===== src/rtl/pal_macro_array.sv =====
module pal_macro_array #(
  parameter int N_IN  = 8,
  parameter int N_OUT = 4,
  parameter int N_PT  = 4,
  localparam int N_LIT  = N_IN + N_OUT,
  localparam int ROW_W  = 2 * N_LIT,
  localparam int N_ROWS = N_OUT * N_PT,
  localparam int AW     = $clog2(N_ROWS + 1)
) (
  input  logic             clk,
  input  logic             rst,
  input  logic             cfg_we,
  input  logic [AW-1:0]    cfg_addr,
  input  logic [ROW_W-1:0] cfg_data,
  input  logic [N_IN-1:0]  pal_in,
  output logic [N_OUT-1:0] pal_out,
  output logic [N_OUT-1:0] pal_valid
);

  logic [ROW_W-1:0]  fuse [N_ROWS];
  logic [N_OUT-1:0]  sel_q, oe_q, ff_q, or_sum;
  logic [N_ROWS-1:0] term;
  logic [N_LIT-1:0]  lit;

  assign lit = {ff_q, pal_in};

  always_ff @(posedge clk) begin
    if (rst) begin
      for (int r = 0; r < N_ROWS; r++) fuse[r] <= '1;
      sel_q <= '0;
      oe_q  <= '0;
      ff_q  <= '0;
    end else begin
      ff_q <= or_sum;
      if (cfg_we) begin
        for (int r = 0; r < N_ROWS; r++)
          if (cfg_addr == AW'(r)) fuse[r] <= cfg_data;
        if (cfg_addr == AW'(N_ROWS)) begin
          sel_q <= cfg_data[N_OUT-1:0];
          oe_q  <= cfg_data[2*N_OUT-1:N_OUT];
        end
      end
    end
  end

  always_comb begin
    for (int t = 0; t < N_ROWS; t++) begin
      term[t] = 1'b1;
      for (int j = 0; j < N_LIT; j++) begin
        if (fuse[t][2*j+1] && !lit[j]) term[t] = 1'b0;
        if (fuse[t][2*j]   &&  lit[j]) term[t] = 1'b0;
      end
    end
  end

  for (genvar k = 0; k < N_OUT; k++) begin : g_or
    assign or_sum[k] = |term[k*N_PT +: N_PT];
  end

  assign pal_out   = oe_q & ((sel_q & ff_q) | (~sel_q & or_sum));
  assign pal_valid = oe_q;

endmodule


===== config.mk =====
export PLATFORM = sky130hd
export DESIGN_NAME = pal_macro_array
export DESIGN_NICKNAME = d
export VERILOG_FILES = /design/src/rtl/pal_macro_array.sv
export SDC_FILE = /design/constraint.sdc
export NUM_CORES = 1
export LEC_CHECK = 0
export BUFFER_PORTS_ARGS = -buffer_cell sky130_fd_sc_hd__clkbuf_2
export CORE_MARGIN = 2
export CORE_UTILIZATION = 50
export CTS_CLUSTER_SIZE = 28
export DETAILED_ROUTE_END_ITERATION = 8
export PLACE_DENSITY = 0.69
export REMOVE_ABC_BUFFERS = 1
export SLEW_MARGIN = 15
export SYNTH_ARGS = -nofsm -noshare
export SYNTH_HDL_FRONTEND = slang
export SYNTH_SLANG_ARGS = --single-unit

===== constraint.sdc =====
create_clock -name clk -period 2.5 [get_ports clk]
set_input_delay 0.5 -clock clk [delete_from_list [all_inputs] [get_ports clk]]
set_output_delay 0.5 -clock clk [all_outputs]
set_load 0.02 [all_outputs]

# ---- Word-level counts from Yosys, hierarchy flattened
# Memory sizes are Yosys's and may differ from the RTL's.
# Index checks and enable logic that the tools add are counted.
dict set report word_totals {
  ram_bits 384
  memories 1
  output_inout_bits 8
  regBits 12
}
# name words word_bits rd rd_clocked_by_memory_dff write_ports line_no
set memory_table {}
lappend memory_table {fuse 16 24 16 0 16 20} ;# logic [ROW_W-1:0] fuse [N_ROWS];
dict set report op_classes {
  bitwise 21
  reduce_logical 402
  mux 466
  n_eq_ne 16
}
# operator n
set ops {}
lappend ops {{1-bit 2-to-1 mux} 450}
lappend ops {{1-bit logical AND} 384}
lappend ops {{24-bit 2-to-1 mux} 16}
lappend ops {{5-bit by 4-bit == test with 1-bit output (second input constant)} 8}
lappend ops {{5-bit by 3-bit == test with 1-bit output (second input constant)} 4}
lappend ops {{1-bit bitwise OR} 16}
lappend ops {{4-bit OR reduction} 4}
lappend ops {{4-bit bitwise AND} 3}
lappend ops {{1-bit zero test} 12}
lappend ops {{5-bit by 2-bit == test with 1-bit output (second input constant)} 2}
lappend ops {{5-bit by 1-bit == test with 1-bit output (second input constant)} 1}
lappend ops {{5-bit == test (second input constant)} 1}
lappend ops {{5-bit zero test} 1}
lappend ops {{4-bit NOT} 1}
lappend ops {{4-bit bitwise OR} 1}
lappend ops {{2-bit AND reduction} 1}

# ---- Longest topological paths before layout
# Gate-level depths: netlist of the first run.
dict set report logic_depth {
  word_depth 30
  ltp_mapped 7
  mapped_depth_nobuf 5
}

# ---- Worst setup path before layout of the first run
# OpenSTA, ideal clock, no wires.
dict set report synth_timing {
  path_kind {input port to flip-flop}
  start {input cfg_addr[4]}
  end {memory fuse[1][100] in the netlist's numbering, enable pin}
  t_arrival_ns 2.219
  path_slack_ns -0.129
  required_time_ns 2.090
  n_path_buf 0
  path_stages 3
  cell_sequence {nand2b_1 or3_4 o21bai_1}
}
# element line_no
set synth_rtl {}
lappend synth_rtl {{from (decl)} 13} ;# input logic [AW-1:0] cfg_addr,
lappend synth_rtl {{to (decl)} 20}

# ---- Worst setup path in the final report of the first run
dict set report layout_timing {
  start {register ff_q[2]}
  end {output pal_out[3]}
}
dict set report layout_via {
  elab_chain_cells 10
  word_cells_on_any_way 29
  cone_classes {16 x mux; 3 x bitwise; 10 x reduce/logical}
}
# element line_no
set layout_rtl {}
lappend layout_rtl {{from (decl)} 21} ;# logic [N_OUT-1:0] sel_q, oe_q, ff_q, or_sum;
lappend layout_rtl {{from (signal assigned)} 34} ;# ff_q <= or_sum;
lappend layout_rtl {{1-bit zero test} 50} ;# if (fuse[t][2*j+1] && !lit[j]) term[t] = 1'b0;
lappend layout_rtl {{1-bit logical AND} 50}
lappend layout_rtl {{1-bit 2-to-1 mux} 50}
lappend layout_rtl {{1-bit 2-to-1 mux} 51} ;# if (fuse[t][2*j] && lit[j]) term[t] = 1'b0;
lappend layout_rtl {{1-bit 2-to-1 mux} 50}
lappend layout_rtl {{1-bit 2-to-1 mux} 51}
lappend layout_rtl {{4-bit OR reduction (*)} 57} ;# assign or_sum[k] = |term[k*N_PT +: N_PT];
lappend layout_rtl {{4-bit bitwise AND (*)} 60} ;# assign pal_out = oe_q & ((sel_q & ff_q) | (~sel_q & or_sum));
lappend layout_rtl {{4-bit bitwise OR (*)} 60}
lappend layout_rtl {{4-bit bitwise AND (*)} 60}
lappend layout_rtl {{to (decl)} 16} ;# output logic [N_OUT-1:0] pal_out,
# Mark *: on every way between the ends. The rest lies on a longest branch, timed or not.

==> results of run 1 <==
## worst max-delay path, delay by kind of cell (launching register included)
kind | cells | cell delay (ps)
simple gates | 3 | 590
buf+inv | 3 | 470
flops | 1 | 390
mux | 1 | 150
compound gates | 1 | 130
## cell families after synthesis
group,count (synthesis)
muxes,200
buffers and inverters,103
and+or+nand+nor,377
DFF,396
AOI/OAI and AO/OA,14
## where the power goes
part	internal [uW]	switching [uW]	leakage, uW
clock network	3480	2400	0.000623
logic	321	604	0.00213
registers	7720	122	0.00394
total	11500	3120	0.00670
## stage by stage
step | setup slack (ps) | instance area, um2
after global placement | -155.1 | 17340
final | -254.2 | 19010
after floorplan | -203.6 | 15640
after CTS | -244.9 | 18890
after detailed placement | -159.3 | 17340
after global routing | -290.4 | 19010
## worst paths after layout
check                                           start  slack, ps  cells after the start                         to
worst max-delay path               ff_q[2]$_SDFF_PP0_       -250                      8                 pal_out[3]
worst max register to register     ff_q[2]$_SDFF_PP0_        820                      8         ff_q[2]$_SDFF_PP0_
worst min register to register  sel_q[0]$_SDFFE_PP0P_        500                      2      sel_q[0]$_SDFFE_PP0P_
worst min-delay path                      cfg_data[7]        220                      3  pal_valid[3]$_SDFFE_PP0P_
## registers in the layout, indices dropped and copies added, names as in the netlist
| register | flops |
|---|---|
| ff_q | 4 |
| fuse | 384 |
| pal_valid | 4 |
| sel_q | 4 |
## area by class of cell
| type | instances | area (um2) |
|---|---|---|
| tap | 402 | 503.0 |
| fill | 2359 | 12620 |
| sequential | 396 | 11780 |
| inverter | 28 | 105.1 |
| multi-input combinational | 591 | 3991 |
| clock buffer | 56 | 1092 |
| clock inverter | 17 | 193.9 |
| timing repair buffer | 149 | 1344 |
## routing by layer
metal  wire length (um)  vias up  global-route usage, %
met5                  0        -                      0
met3               3272      106                  3.753
met1              15500     4727                  32.28
met4               1691        0                  10.34
met2              18840      417                  38.67
li1                   -     4201                      -
## cell usage in the layout (no fill, tap or decap), types with 3 or more instances in the layout
cell	Yosys	layout
o21bai_2	0	6
mux2i_1	200	190
clkinv_1	0	3
clkbuf_16	0	42
clkbuf_1	30	14
o21ai_0	4	4
mux2i_2	0	5
clkbuf_2	1	43
or2_2	6	6
buf_12	0	23
dfxtp_4	0	3
a21oi_1	4	3
nor3_2	3	17
mux2i_4	0	5
edfxtp_1	384	384
nand2_1	242	242
nand4_1	48	48
clkinv_2	0	6
bufinv_16	0	4
or2_1	4	4
buf_4	14	78
dfxtp_1	12	8
inv_1	28	28
nor2_1	41	41
nand2b_1	3	3
## timing repair
action                     in CTS  in global routing
pin swaps                       8                  9
gates cloned                    2                  1
resized for setup              40                 22
setup buffers                   3                  6
setup endpoints to repair       4                  4
==> metrics.md, run 1 <==
| Metric | Value |
|---|---|
| Synth area leader | `edfxtp_1` |
| PD cells | `770.0 nW/um2` |
| Drc violations | `0` |
| Top-count cell post-synth | `edfxtp_1` |
| Ys flop type | `edfxtp_1` |
| Worst min path class | `in2reg` |
| Number of global-route vias before repair | `9425` |
| DR vias | `9451` |
| Synth area leaders | `edfxtp_1, mux2i_1, nand2_1` |
| Fin crit period | `2754 ps` |
| Mapped Cells | `1090` |
| XOR/XNOR Fraction of Synth Area | `0%` |
| CTS H-tree lvls | `2` |
| First-pass GRT wire length | `57590 um` |
| Antenna-violating nets left | `0` |
| Fmax | `363.1 MHz` |
| Crit path cell chain | `buf_12 > buf_4 > mux2i_2 > nand4_1 > nor3_2 > nor4_2 > a21oi_1 > buf_4` |
| Leakage | `0.006696 uW` |
| Post-synthesis mux area share | `12.45%` |
| Mapped cell area | `16080 um2` |
| Grt ovf | `0` |
| Number of synthesized register bits | `396` |
| Rows | `65` |
| Yosys warnings | `0` |
| Gpl congestion | `0.8096` |
| Slew headroom | `59.86%` |
| Fin. max-slew vios | `0` |
| Detail Placement HPWL | `24480 um` |
| Ant diodes | `0` |
| Crit Path Max Fanout | `5` |
| Die W | `183.4 um` |
| RSZ-0062 raised after global routing | `yes` |
| Synth Area in Simple Gates | `10.40%` |
| Share of layout cells above drive strength 1 | `21.10%` |
| Kind of critical path | `reg2out` |
| Max Cap Viol | `0` |
| Startpoint types | `register` |
| Peak VDD IR | `0.4633 mV` |
| PortBufs | `47` |
| I/O pin count | `48` |
| Vias per inst | `5.766` |
| Post-synth EDFFs | `384` |
| Yosys cell types | `29` |
| Die Footprint | `33620 um2` |
| CP required | `2000 ps` |
| Drt wl/cell | `23.98 um` |
| Most frequent cells after synthesis | `edfxtp_1, nand2_1, mux2i_1, nand4_1, nor2_1` |
| Share of the synthesized area in the top cell type | `71.69%` |
| Largest net degree at the start of global routing | `53` |
| Antenna violations before repair | `0` |
| Clk slew on worst S/H paths | `60 ps` |
| GRT Util Overall | `23.86%` |
| Area Overhead vs Synth | `18.21%` |
| Clock Sinks | `396` |
| Core ar. | `31640 um2` |
| Clk_skew | `11.28 ps` |
| Largest family of logic cells by synthesized area | `multiplexers` |
| Layout Cells excl Fill | `1639` |
| Violated checks | `setup timing` |
| Power Total | `14640 uW` |
| Worst path arrival time | `2250 ps` |
| Initial Util | `50.84%` |
| Post-cts hold buffer count | `0` |
| Cell mode on critical path | `buf_4` |
| Height of the die | `183.4 um` |
| Fin util | `60.10%` |
| Crit end category | `output pin` |
| CTS root buf | `clkbuf_16` |
| Setup violators final | `4` |
| Final period util | `110.2%` |
| Slew @ Worst Pin | `602.2 ps` |
| Run status | `finished, violations left` |
| CP max stage cell | `dfxtp_4` |
| CTS max path bufs | `3` |
| Final WS setup | `-254.2 ps` |
| Syn Area/Cell | `14.76 um2` |
| CP max stage delay | `390 ps` |
| CTS buffer count | `40` |
| Post-synthesis async set-or-reset flop share | `0%` |
| CTS tree | `built` |
| 1st-iter DRT viols | `897` |
| Routed WL | `39310 um` |
| Dpl cells | `1556` |
| Drt pass-1 iters | `5` |
| Adder-cell area share of the yosys netlist | `0%` |
| Setup tns final | `-849.4 ps` |
| Sequential area share after synthesis | `73.19%` |
| Clk_lat worst skew | `530 ps` |
| Fin Hold WS | `219.8 ps` |
| Final hold viol count | `0` |
| Compound-Gate Fraction of Synth Area | `0.5290%` |
| Fin nets | `1246` |
Note: power is estimated with default switching activity, not from simulation.
==> run 2: changes to the inputs <==
--- a/config.mk
+++ b/config.mk
@@ -16,3 +16,4 @@
 export SYNTH_ARGS = -nofsm -noshare
 export SYNTH_HDL_FRONTEND = slang
 export SYNTH_SLANG_ARGS = --single-unit
+export TNS_END_PERCENT = 10
==> metrics.md, run 2 (same netlist as run 1, synthesis figures left out) <==
| Metric | Value |
|---|---|
| Run status | `finished, violations left` |
| Violated checks | `setup timing` |
| Kind of critical path | `reg2out` |
| Critical Path End | `pal_out[3]` |
| Startpoint types | `register` |
| Gpl congestion | `0.8096` |
| Largest net degree at the start of global routing | `53` |
| Leakage | `0.006690 uW` |
| Max Cap Viol | `0` |
| Slew headroom | `60.40%` |
| Drc violations | `0` |
| Antenna violations before repair | `0` |
| Antenna-violating nets left | `0` |
| Grt ovf | `0` |
| Clk_skew | `13.55 ps` |
| Routed WL | `39290 um` |
| Area of the multi-input gates | `3986 um2` |
| Setup tns final | `-843.4 ps` |
| Final WS setup | `-240.5 ps` |
| PD cells | `770.5 nW/um2` |
| Commonest non-fill, non-tap cells in the layout | `edfxtp_1, nand2_1, mux2i_1` |
| CTS root buf | `clkbuf_16` |
| WHS Path Cells | `3` |
| Number of global-route vias before repair | `9427` |
| Clk slew on worst S/H paths | `60 ps` |
| Reg-to-Reg Start | `ff_q[2]$_SDFF_PP0_` |
| Max reg flops | `384` |
| Fin. max-slew vios | `0` |
| First-pass GRT wire length | `57590 um` |
| Core ar. | `31640 um2` |
| Fin nets | `1245` |
| Final hold viol count | `0` |
| Fin crit period | `2740 ps` |
| R2R cell count | `8` |
| CTS max path bufs | `3` |
| Vias per inst | `5.784` |
| R2R Setup Slk | `820 ps` |
| Clk_lat worst skew | `530 ps` |
| CTS tree | `built` |
| Drt pass-1 iters | `5` |
| CTS buffer count | `40` |
| Fmax | `364.9 MHz` |
| Crit end category | `output pin` |
| 1st-iter DRT viols | `966` |
| Crit Path Max Fanout | `5` |
| Ant diodes | `0` |
| Post-cts hold buffer count | `0` |
| Largest Register | `fuse` |
| Commonest non-fill, non-tap cell in the layout | `edfxtp_1` |
| Rows | `65` |
| Fillers | `2358` |
| Buf/Inv on CP | `3` |
| Die Footprint | `33620 um2` |
| Setup violators final | `4` |
| Fin util | `60.06%` |
| CP required | `2000 ps` |
| RR Endpoint | `ff_q[2]$_SDFF_PP0_` |
| Critical path depth in cells | `8` |
| Area Overhead vs Synth | `18.13%` |
| Initial Util | `50.84%` |
| Clock Sinks | `396` |
| Slew @ Worst Pin | `593.9 ps` |
| Register Area | `11780 um2` |
| Peak VDD IR | `0.4656 mV` |
| CTS H-tree lvls | `2` |
| Drt wl/cell | `23.99 um` |
| Detail Placement HPWL | `24480 um` |
| Crit path cell chain | `buf_12 > buf_4 > mux2i_2 > nand4_1 > nor3_2 > nor4_2 > a21oi_1 > buf_4` |
| CP max stage cell | `dfxtp_4` |
| Cell mode on critical path | `buf_4` |
| Final period util | `109.6%` |
| Worst Setup SP | `ff_q[2]$_SDFF_PP0_` |
| Share of layout cells above drive strength 1 | `20.95%` |
| Delay-heaviest family, CP | `simple AND/OR/NAND/NOR gates` |
| DR vias | `9474` |
| PortBufs | `47` |
| GRT Util Overall | `23.86%` |
| Die W | `183.4 um` |
| Worst path arrival time | `2240 ps` |
| Height of the die | `183.4 um` |
| CP max stage delay | `390 ps` |
| I/O pin count | `48` |
| RSZ-0062 raised after global routing | `yes` |
| Worst min path class | `in2reg` |
-- run 2: cell types whose count changed in the layout (fill, tap and decap cells not counted) --
cell,previous run,this run
nor3_1,1,2
buf_4,78,77
nor3_2,17,16
-- run 2: tightest hold or removal path, delay by kind of cell --
family,cells,cell delay (ps)
mux,1,60
buf+inv,1,90
simple gates,1,70
-- run 2: area by class of cell --
cell class | instances | share of cell area (%)
Sequential cell | 396 | 62.02
Tap cell | 402 | 2.647
Clock inverter | 17 | 1.021
Multi-Input combinational cell | 591 | 20.98
Timing Repair Buffer | 148 | 7.033
Inverter | 28 | 0.5531
Clock buffer | 56 | 5.749
-- run 2: power breakdown --
part	internal, uW	total [uW]	switching (uW)
logic	321	925	604
registers	7720	7840	122
clock network	3480	5870	2400
total	11500	14600	3120
-- run 2: timing repair --
action	in CTS	in global routing
hold endpoints to repair	0	0
gates resized for setup	40	21
cloned	2	1
pin swaps	8	9
setup endpoints to repair	4	4
setup buffers	3	5
-- run 2: worst min-delay path by stage --
stage	start	end	slack, ps
5_1_grt	cfg_data[5]	pal_valid[1]$_SDFFE_PP0P_	250
3_5_place_dp	sel_q[0]$_SDFFE_PP0P_	sel_q[0]$_SDFFE_PP0P_	490
2_1_floorplan	sel_q[0]$_SDFFE_PP0P_	sel_q[0]$_SDFFE_PP0P_	460
3_3_place_gp	sel_q[3]$_SDFFE_PP0P_	sel_q[3]$_SDFFE_PP0P_	480
4_1_cts	cfg_data[7]	pal_valid[3]$_SDFFE_PP0P_	200
6_report	cfg_data[7]	pal_valid[3]$_SDFFE_PP0P_	220
-- run 2: stage by stage --
stage	total power, uW	cell area [um2]	hold WS [ps]	setup WS [ps]	instances
2_1_floorplan	8335	15640	463.4	-203.6	1015
3_3_place_gp	8846	17340	478.2	-155.1	1556
3_5_place_dp	8878	17340	489.9	-159.3	1556
4_1_cts	14700	18890	197.5	-244.9	1634
5_1_grt	15050	19000	253.7	-290.4	1638
6_report	14640	19000	219.3	-240.5	1638
-- run 2: metal layers --
metal  routed length, um  track usage [%]  vias up
met5                   0                0        -
met4                1634            10.34        0
li1                    -                -     4194
met3                3353            3.753       97
met1               15380            32.28     4760
met2               18930            38.67      423
